### config.mk
export PLATFORM = sky130hd
export DESIGN_NAME = dma_chan_regs
export DESIGN_NICKNAME = d
export VERILOG_FILES = /design/src/rtl/dcr_pkg.sv /design/src/rtl/dcr_decode.sv /design/src/rtl/dcr_ctrl_update.sv /design/src/rtl/dma_chan_regs.sv
export SDC_FILE = /design/constraint.sdc
export NUM_CORES = 1
export LEC_CHECK = 0
export BUFFER_PORTS_ARGS = -buffer_cell sky130_fd_sc_hd__buf_2
export CAP_MARGIN = 20
export CELL_PAD_IN_SITES_DETAIL_PLACEMENT = 1
export CELL_PAD_IN_SITES_GLOBAL_PLACEMENT = 1
export CORE_MARGIN = 3
export CORE_UTILIZATION = 36
export CTS_BUF_LIST = sky130_fd_sc_hd__clkbuf_8
export CTS_CLUSTER_SIZE = 28
export DETAILED_ROUTE_END_ITERATION = 8
export GPL_TIMING_DRIVEN = 0
export HOLD_SLACK_MARGIN = 0.06
export PLACE_DENSITY_LB_ADDON = 0.1
export SLEW_MARGIN = 20
export SYNTH_ARGS = -nofsm -noshare
export SYNTH_HDL_FRONTEND = slang
export SYNTH_HIERARCHICAL = 1
export SYNTH_SLANG_ARGS = --single-unit
### constraint.sdc
create_clock -name clk -period 2.05 [get_ports clk]
set_clock_uncertainty 0.2 [all_clocks]
set_input_delay 0.1025 -clock clk [delete_from_list [all_inputs] [get_ports clk]]
set_output_delay 0.1025 -clock clk [all_outputs]
set_load 0.005 [all_outputs]
### src/rtl/dcr_pkg.sv
package dcr_pkg;

    localparam int RUN_B    = 15;
    localparam int PAUSE_B  = 14;
    localparam int FLUSH_B  = 13;
    localparam int WAKE_B   = 12;
    localparam int DEAD_B   = 11;
    localparam int ACTIVE_B = 10;
    localparam int STAT_W   = 16;
    localparam int WORD_W   = 32;
    localparam logic [STAT_W-1:0] DATA_KEEP = 16'hF0FF;

    typedef enum logic [2:0] {
        ACC_IDLE,
        ACC_CTRL_WR,
        ACC_CTRL_RD,
        ACC_STAT_WR,
        ACC_STAT_RD,
        ACC_PTR_WR,
        ACC_REJECT
    } acc_e;

    typedef enum logic [2:0] {
        EV_NONE,
        EV_START,
        EV_RESUME,
        EV_PAUSE,
        EV_ABORT
    } ev_e;

    function automatic logic [WORD_W-1:0] swap32(input logic [WORD_W-1:0] x);
        return {x[7:0], x[15:8], x[23:16], x[31:24]};
    endfunction

endpackage

### src/rtl/dcr_decode.sv
module dcr_decode
    import dcr_pkg::*;
#(
    parameter int ADDR_W     = 8,
    parameter int SIZE_W     = 3,
    parameter int WORD_BYTES = 4,
    parameter logic [ADDR_W-1:0] CTRL_OFS = 8'h00,
    parameter logic [ADDR_W-1:0] STAT_OFS = 8'h04,
    parameter logic [ADDR_W-1:0] PTR_OFS  = 8'h0C
) (
    input  logic              valid,
    input  logic              write,
    input  logic [ADDR_W-1:0] addr,
    input  logic [SIZE_W-1:0] size,
    output acc_e              kind
);

    localparam logic [SIZE_W-1:0] FULL_SIZE = SIZE_W'(WORD_BYTES);

    always_comb begin
        kind = ACC_IDLE;
        if (valid) begin
            if (size != FULL_SIZE) begin
                kind = ACC_REJECT;
            end else if (addr == CTRL_OFS) begin
                kind = write ? ACC_CTRL_WR : ACC_CTRL_RD;
            end else if (addr == STAT_OFS) begin
                kind = write ? ACC_STAT_WR : ACC_STAT_RD;
            end else if (addr == PTR_OFS && write) begin
                kind = ACC_PTR_WR;
            end
        end
    end

endmodule

### src/rtl/dcr_ctrl_update.sv
module dcr_ctrl_update
    import dcr_pkg::*;
(
    input  logic [STAT_W-1:0] old_stat,
    input  logic [WORD_W-1:0] ctrl_word,
    output logic [STAT_W-1:0] new_stat,
    output ev_e               event_o
);

    logic [STAT_W-1:0] mask;
    logic [STAT_W-1:0] data;
    logic [STAT_W-1:0] merged;

    assign mask   = ctrl_word[WORD_W-1:STAT_W];
    assign data   = ctrl_word[STAT_W-1:0];
    assign merged = (data & mask & DATA_KEEP) | (old_stat & ~mask);

    always_comb begin
        new_stat = merged;
        event_o  = EV_NONE;
        if (merged[RUN_B] != old_stat[RUN_B]) begin
            if (merged[RUN_B]) begin
                new_stat[ACTIVE_B] = 1'b1;
                event_o = merged[PAUSE_B] ? EV_NONE : EV_START;
            end else begin
                new_stat[ACTIVE_B] = 1'b0;
                new_stat[DEAD_B]   = 1'b0;
                event_o = EV_ABORT;
            end
        end else if (merged[WAKE_B] != old_stat[WAKE_B]) begin
            new_stat[ACTIVE_B] = 1'b1;
            event_o = merged[PAUSE_B] ? EV_NONE : EV_RESUME;
        end else if (merged[PAUSE_B] && !old_stat[PAUSE_B]) begin
            new_stat[ACTIVE_B] = 1'b0;
            event_o = EV_PAUSE;
        end
        new_stat[FLUSH_B] = 1'b0;
    end

endmodule

### src/rtl/dma_chan_regs.sv
module dma_chan_regs
    import dcr_pkg::*;
#(
    parameter int ADDR_W     = 8,
    parameter int WORD_BYTES = 4,
    parameter logic [ADDR_W-1:0] CTRL_OFS = 8'h00,
    parameter logic [ADDR_W-1:0] STAT_OFS = 8'h04,
    parameter logic [ADDR_W-1:0] PTR_OFS  = 8'h0C,
    localparam int SIZE_W = $clog2(WORD_BYTES) + 1
) (
    input  logic              clk,
    input  logic              rst_n,
    input  logic              bus_valid,
    input  logic              bus_write,
    input  logic [ADDR_W-1:0] bus_addr,
    input  logic [SIZE_W-1:0] bus_size,
    input  logic [31:0]       bus_wdata,
    output logic [31:0]       bus_rdata,
    input  logic              seq_stop,
    input  logic              seq_fault,
    output logic              start_pulse,
    output logic              resume_pulse,
    output logic              pause_pulse,
    output logic              abort_pulse,
    output logic [15:0]       chan_status,
    output logic [31:0]       cmd_ptr
);

    acc_e              kind;
    ev_e               ev_q, ev_d;
    ev_e               ctrl_ev;
    logic [STAT_W-1:0] stat_q, stat_d, ctrl_stat;
    logic [WORD_W-1:0] ptr_q, ptr_d;
    logic [WORD_W-1:0] wword;

    assign wword = swap32(bus_wdata);

    dcr_decode #(
        .ADDR_W(ADDR_W), .SIZE_W(SIZE_W), .WORD_BYTES(WORD_BYTES),
        .CTRL_OFS(CTRL_OFS), .STAT_OFS(STAT_OFS), .PTR_OFS(PTR_OFS)
    ) u_dec (
        .valid(bus_valid), .write(bus_write), .addr(bus_addr),
        .size(bus_size), .kind(kind)
    );

    dcr_ctrl_update u_upd (
        .old_stat(stat_q), .ctrl_word(wword),
        .new_stat(ctrl_stat), .event_o(ctrl_ev)
    );

    // next-state selection from the decoded access kind
    always_comb begin
        stat_d = stat_q;
        ptr_d  = ptr_q;
        ev_d   = EV_NONE;
        unique case (kind)
            ACC_CTRL_WR: begin
                stat_d = ctrl_stat;
                ev_d   = ctrl_ev;
            end
            ACC_PTR_WR: begin
                if (!stat_q[RUN_B] && !stat_q[ACTIVE_B]) ptr_d = wword;
            end
            ACC_IDLE, ACC_CTRL_RD, ACC_STAT_WR, ACC_STAT_RD, ACC_REJECT: begin
            end
            default: begin
            end
        endcase
        // sequencer reports land on top of the bus outcome
        if (seq_fault) begin
            stat_d[DEAD_B]   = 1'b1;
            stat_d[ACTIVE_B] = 1'b0;
        end else if (seq_stop) begin
            stat_d[ACTIVE_B] = 1'b0;
        end
    end

    // state registers
    always_ff @(posedge clk or negedge rst_n) begin
        if (!rst_n) begin
            stat_q <= '0;
            ptr_q  <= '0;
            ev_q   <= EV_NONE;
        end else begin
            stat_q <= stat_d;
            ptr_q  <= ptr_d;
            ev_q   <= ev_d;
        end
    end

    // outputs
    always_comb begin
        start_pulse  = 1'b0;
        resume_pulse = 1'b0;
        pause_pulse  = 1'b0;
        abort_pulse  = 1'b0;
        unique case (ev_q)
            EV_START:  start_pulse  = 1'b1;
            EV_RESUME: resume_pulse = 1'b1;
            EV_PAUSE:  pause_pulse  = 1'b1;
            EV_ABORT:  abort_pulse  = 1'b1;
            EV_NONE:   begin end
            default:   begin end
        endcase
        bus_rdata = '0;
        if (kind == ACC_STAT_RD) bus_rdata = swap32({16'h0, stat_q});
    end

    assign chan_status = stat_q;
    assign cmd_ptr     = ptr_q;

endmodule

==> key figures, run 1 <==
Timing
  – Post-route minimum period: slightly below 2000 ps
  – Setup-violating endpoint count in the final report: 0
  – Max_slew headroom: 56.2%
  – Final Hold Vio Count: 0
  – Final WS setup: around 120 ps
  – Pins Over Slew Limit: 0
  – Tcrit/Tclk final: between 90% and 100%
  – Slew @ Worst Pin: between 600 and 700 ps
  – Hold WS: around 170 ps
  – RSZ-0062 raised after global routing: true
  – Setup_tns: 0 ps
  – Peak Freq: 0.518 GHz

Finish
  – ANT cells: 0
  – Post-layout util: a little under three fifths
  – Non-filler cells, final: ~470
  – Synth-to-Final Area Change: 47.2%
  – Share of layout cells above drive strength 1: 55.3%
  – Post-layout net count: 420
  – Post-route cell area: between 0.003 and 0.004 mm2

Global routing
  – Antenna violations before repair: 0
  – GRT Resource Usage Total: between 10% and 20%
  – Vias in the first global route: ~2200
  – Largest net degree at the start of global routing: 52
  – Total gr overflow: 0
  – First-pass GRT wire length: about 12000 um

Route
  – Wire length per cell: 15.4 um
  – Vias: 2088
  – Routed wire length: about 7200 um
  – First DRT Iteration DRCs: 30
  – # DRC: 0
  – Routed vias/inst: roughly 4.5
  – DRT antenna net count: 0
  – Number of iterations in the first detailed-routing pass: 4

Critical path
  – Arrival time of the worst setup path: ~1600 ps
  – Crit path max-delay family: simple AND/OR/NAND/NOR gates
  – Startpoint Class: input pin
  – CP max-delay cell: or3b_1
  – Worst setup EP type: output port
  – Max incr delay on CP: between 400 and 500 ps
  – Setup Crit Path Kind: in2out
  – Data required, critical path: around 1800 ps
  – Most frequent CP cell: buf_2
  – Crit-path cells: buf_2 -> or3b_1 -> nand2_1 -> o21ai_1 -> nor3b_4 -> clkbuf_4 -> and2_1 -> buf_2
  – Buffer and inverter count on the worst path: 3
  – CP Max Fanout: 10

Placement
  – Post-DP Area: 0.00340 mm2
  – Placed cells: 423
  – Place WS: -701 ps
  – Gpl congestion: between 0.7 and 0.8
  – HPWL after DPL: just over 5000 um
  – Port-buffer cells: roughly 120

Floorplanning
  – Floorplan row count: 30
  – Ports: 133
  – Total core area: approximately 0.007 mm2
  – DIE HEIGHT: just over 90 um
  – Initial core utilization: between 30% and 40%
  – Die width: 91.7 um
  – Die area: between 0.008 and 0.009 mm2

Logic synthesis
  – Synthesized flop and latch total: 51
  – Mux cell area share after synthesis: between 20% and 30%
  – Synth Area in Compound Gates: under 10%
  – Synthesized area: around 0.0026 mm2
  – Post-synthesis xor/xnor area fraction: less than 1%
  – Share of the synthesized area in the top cell type: between 40% and 50%
  – Top cells by area, synth: dfrtp_1 (48%), mux2_4 (18%), mux2_2 (6.8%)
  – Adder and majority gate portion of the synthesized area: less than 1%
  – Ys flop type: dfrtp_1
  – Netlist cell types: 35
  – EDFF count, synth: 0
  – Asr flop ratio synth: 100%
  – Largest family of logic cells by synthesized area: multiplexers
  – Synth Instances: 196
  – Sequential area share after synthesis: around half
  – Simple-gate share of the synthesized area: between 10 and 15%
  – Synth Warn #: 6
  – Syn_area_per_cell: roughly 13 um2
  – Yosys top cell by area: dfrtp_1

Clocking
  – Sink Count: between 50 and 60
  – Worst skew pair latency: 300 ps
  – CTS Buf Count: 5
  – CTS Root Cell: clkbuf_8
  – Longest Clk Path Bufs: 2
  – Clock Pin Slew Worst Setup and Hold Paths: ~90 ps
  – TritonCTS clock tree: yes
  – H-Tree Depth: 2

Outcome
  – Outcome: finished clean

Pwr
  – Peak supply drop: ~280 uV
  – Cell Pwr Density: between 400 and 500 mW/mm2
  – Overall power: 1.83 mW
  – P_leak: between 2 and 2.5 nW

Run
  – Max-Cap Viols: 0

Worst hold path
  – Hold Crit Class: in2async
-- cell usage in the layout, fill, tap and decap left out, types with 2 or more instances in the layout --
master	n
nor2_1	3
buf_4	19
nand3_1	2
dfrtp_1	51
dlygate4sd3_1	35
nor3b_1	5
inv_1	2
nor3_1	2
buf_2	116
mux2_4	31
xnor2_1	2
conb_1	17
mux2_1	10
nand2_1	4
clkbuf_4	2
nor2b_1	4
nor3_2	2
and2_1	19
mux2_2	16
buf_6	3
clkinv_2	2
clkbuf_8	5
-- routing by layer --
layer | GRT usage [%] | wire [um]
met1 | 21.0 | 2980
met2 | 31.3 | 3780
met3 | 3.28 | 404
met4 | 3.39 | 42
met5 | 0 | 0
-- power breakdown --
| part | leakage, nW | internal [mW] | switching (mW) |
|---|---|---|---|
| Combinational | 1.51 | 0.136 | 0.100 |
| Sequential | 0.707 | 1.01 | 0.00190 |
| Clock | 0.0483 | 0.241 | 0.340 |
| Total | 2.26 | 1.38 | 0.442 |
-- flip-flops by register name, indices dropped and copies added, names as in the netlist --
signal / flops
chan_status: 16
cmd_ptr: 32
ev_q: 3
-- cell type report --
type | count | area (um2)
inverter | 3 | 11.3
fill | 758 | 3050
clock buffer | 5 | 68.8
sequential | 51 | 1280
buffer | 23 | 181
timing repair buffer | 152 | 941
multi-input combinational | 134 | 1270
tap | 96 | 120
clock inverter | 3 | 18.8
-- final timing paths --
path	start	slack (ps)	depth (start not counted)	end
worst max-delay path	bus_size[1]	120	8	bus_rdata[27]
worst min-delay path	rst_n	170	2	cmd_ptr[8]
worst max register to register	chan_status[15]	160	6	ev_q[1]
worst min register to register	cmd_ptr[28]	310	1	cmd_ptr[28]
max in group asynchronous	rst_n	1040	2	chan_status[7]
min in group clk	bus_size[0]	230	5	cmd_ptr[27]
-- logic make-up (layout without fill, tap and decap cells) --
group / count (synthesis) / in the layout
simple gates: 47 / 47
compound gates: 7 / 7
xor+xnor: 3 / 3
fa+ha+maj: 1 / 1
mux: 59 / 59
buf+inv: 26 / 186
flops: 51 / 51
other cells: 2 / 17
-- what timing repair did --
item	CTS	global route
resized for setup	4	4
hold endpoints to repair	98	0
endpoints found under the setup margin	16	12
pin swaps	1	0
hold buffers	35	0
setup buffers	1	0
-- synth_stat cells (3+ instances only) --
master	n
dfrtp_1	51
mux2_4	31
and2_1	19
buf_4	17
mux2_2	16
mux2_1	10
nor3b_1	6
nand2_1	4
nor2b_1	4
buf_6	3
nor2_1	3
Note: power is estimated with default switching activity, not from simulation.
==> run 2: changes to the inputs <==
--- a/config.mk
+++ b/config.mk
@@ -9,7 +9,8 @@
 export CAP_MARGIN = 20
 export CELL_PAD_IN_SITES_DETAIL_PLACEMENT = 1
 export CELL_PAD_IN_SITES_GLOBAL_PLACEMENT = 1
-export CORE_MARGIN = 3
+export CORE_ASPECT_RATIO = 1.2
+export CORE_MARGIN = 2
 export CORE_UTILIZATION = 36
 export CTS_BUF_LIST = sky130_fd_sc_hd__clkbuf_8
 export CTS_CLUSTER_SIZE = 28
==> key figures, run 2 (synthesized netlist as in run 1, its figures left out) <==
Outcome
  – Outcome: finished clean

Pwr
  – Overall power: 1.95 mW (+6.6%)
  – Combinational power share: 12.1% (-0.8 points)
  – Peak supply drop: 286 uV (+3.4%)
  – P_leak: 2.27 nW (+0.23%)
  – Sequential group share of total power: 51.8% (-3.5 points)
  – Int Power: 1.50 mW (+8.3%)
  – Cell Pwr Density: 500 mW/mm2 (+6.5%)
  – Clk network pwr share: 36.1% (+4.3 points)
  – P_sw: 0.449 mW (+1.4%)
  – Sw Ratio: 23.0% (-1.2 points)

Global routing
  – Antenna violations before repair: 0 (unchanged)
  – First-pass GRT wire length: 11000 um (-5.0%)
  – GRT Resource Usage Total: 17.8% (+0.67 points)
  – Vias in the first global route: 2221 (-0.76%)
  – Largest net degree at the start of global routing: 52 (unchanged)
  – Total gr overflow: 0 (unchanged)

Route
  – First DRT Iteration DRCs: 48 (+60%)
  – Vias: 2076 (-0.57%)
  – DRT antenna net count: 0 (unchanged)
  – Wire length per cell: 15.3 um (-0.79%)
  – Routed vias/inst: 4.51 (+0.94%)
  – # DRC: 0 (unchanged)
  – Routed wire length: 7040 um (-2.3%)
  – Number of iterations in the first detailed-routing pass: 4 (unchanged)

Timing
  – Setup-violating endpoint count in the final report: 0 (unchanged)
  – Slew @ Worst Pin: 662 ps (+5.36 ps)
  – Final Hold Vio Count: 0 (unchanged)
  – Post-route minimum period: 1990 ps (+62.9 ps)
  – Final WS setup: 55.3 ps (-62.9 ps)
  – Pins Over Slew Limit: 0 (unchanged)
  – Setup_tns: 0 ps (unchanged)
  – Peak Freq: 0.501 GHz (-3.2%)
  – Tcrit/Tclk final: 97.3% (+3.1 points)
  – Max_slew headroom: 55.9% (-0.36 points)

Critical path
  – Critical R2R Capture: ev_q[1]
  – Reg2reg setup slack: 90 ps (-70 ps)
  – R2R cell count: 6 (unchanged)
  – Data required, critical path: 2050 ps (+300 ps)
  – Setup Crit Path Kind: in2reg
  – Buffer and inverter count on the worst path: 3 (unchanged)
  – CP max-delay cell: dlygate4sd3_1
  – RR Startpoint: chan_status[15]
  – CP Max Fanout: 4 (-6)
  – Arrival time of the worst setup path: 2000 ps (+370 ps)
  – Max incr delay on CP: 520 ps (+110 ps)
  – Startpoint Class: input pin
  – Worst setup EP type: flop
  – Crit-path cells: dlygate4sd3_1 -> buf_2 -> mux2i_4 -> ha_1 -> inv_1 -> nor3_2 -> mux2_1 -> and2_1
  – Crit path max-delay family: buffers and inverters

Floorplanning
  – Die area: 0.00804 mm2 (-4.3%)
  – Die width: 82.2 um (-10%)
  – Floorplan row count: 34 (+13%)
  – Initial core utilization: 36.8% (-1.3 points)
  – Total core area: 0.00719 mm2 (+3.5%)
  – DIE HEIGHT: 97.9 um (+6.7%)
  – Ports: 133 (unchanged)

Placement
  – Place WS: -744 ps (-43.0 ps)
  – Placed cells: 417 (-1.4%)
  – Gpl congestion: 0.754 (+4.0%)
  – HPWL after DPL: 4980 um (-2.6%)
  – Port-buffer cells: 116 (unchanged)

Clocking
  – Sink Count: 51 (unchanged)
  – TritonCTS clock tree: yes
  – CTS Root Cell: clkbuf_8
  – Worst skew pair latency: 300 ps (about the same)
  – Longest Clk Path Bufs: 2 (unchanged)
  – CTS Buf Count: 5 (unchanged)
  – Clock Pin Slew Worst Setup and Hold Paths: 100 ps (about the same)
  – H-Tree Depth: 2 (unchanged)

Finish
  – Share of layout cells above drive strength 1: 55.1% (-0.12 points)
  – Non-filler cells, final: 460 (-1.5%)
  – Layout fillers: 803 (+5.9%)
  – Commonest non-fill, non-tap cell in the layout: buf_2
  – Synth-to-Final Area Change: 47.4%
  – Max FFs per register: 32 (unchanged)
  – Post-layout net count: 420 (unchanged)
  – ANT cells: 0 (unchanged)
  – Most frequent cells in the layout: buf_2 (116), dfrtp_1 (51), dlygate4sd3_1 (35)

Run
  – Max-Cap Viols: 0 (unchanged)

Worst hold path
  – Hold Crit Class: in2async
==> run 2: changes by cell type in the layout (fill, tap and decap cells not counted), sizes merged <==
cell and delta:
clkinv -2, bufinv +1, clkinvlp +1, inv -1
==> run 2: repair_timing <==
item,in CTS,in global routing
buffers inserted,1,0
endpoints found under the hold margin,98,0
gates resized for setup,4,4
pin swaps,1,0
endpoints found under the setup margin,16,17
hold buffers,35,0
==> run 2: area by class of cell <==
class	count	area [um2]	area share (%)
clock buffers	5	68.8	1.77
clock inverters	2	37.5	0.964
plain buffers	23	181	4.66
flip-flops and latches	51	1280	32.8
repair buffers	152	941	24.2
multi-input cells	134	1270	32.5
inverters	3	11.3	0.289
well taps	90	113	2.89
==> run 2: worst max path at each step <==
stage	startpoint	to	slack, ps	cells past startpoint
after detailed placement	bus_size[1]	bus_rdata[23]	-740	8
after floorplan	bus_size[1]	cmd_ptr[0]	150	7
after CTS	bus_wdata[7]	ev_q[1]	50	8
final	bus_wdata[7]	ev_q[1]	60	8
after global routing	bus_wdata[7]	ev_q[1]	-20	8
after global placement	bus_addr[1]	bus_rdata[23]	-770	8
==> run 2: per-layer routing <==
metal / track usage (%) / part of all wire [%] / wire length (um) / vias up
li1: - / - / - / 989
met4: 5.13 / 1.4 / 98 / 0
met2: 32.4 / 53 / 3740 / 69
met3: 2.77 / 4.5 / 319 / 7
met1: 21.1 / 41 / 2890 / 1011
met5: 0 / 0 / 0 / -
==> run 2: through the flow <==
step / hold WS (ps) / area (um2) / utilization (%)
final: 164 / 3890 / 54.2
after global routing: 232 / 3890 / 54.2
after CTS: 191 / 3870 / 53.9
after detailed placement: -14.7 / 3390 / 47.2
after global placement: 60.7 / 3390 / 47.2
after floorplan: -393 / 2700 / -
==> run 2: power groups by stage <==
stage / registers (mW) / clock network [mW] / logic (mW)
after floorplan: 1.03 / 0 / 0.0773
after global placement: 1.03 / 0 / 0.170
after detailed placement: 1.03 / 0 / 0.174
after CTS: 1.01 / 0.717 / 0.233
after global routing: 1.01 / 0.759 / 0.260
final: 1.01 / 0.703 / 0.235
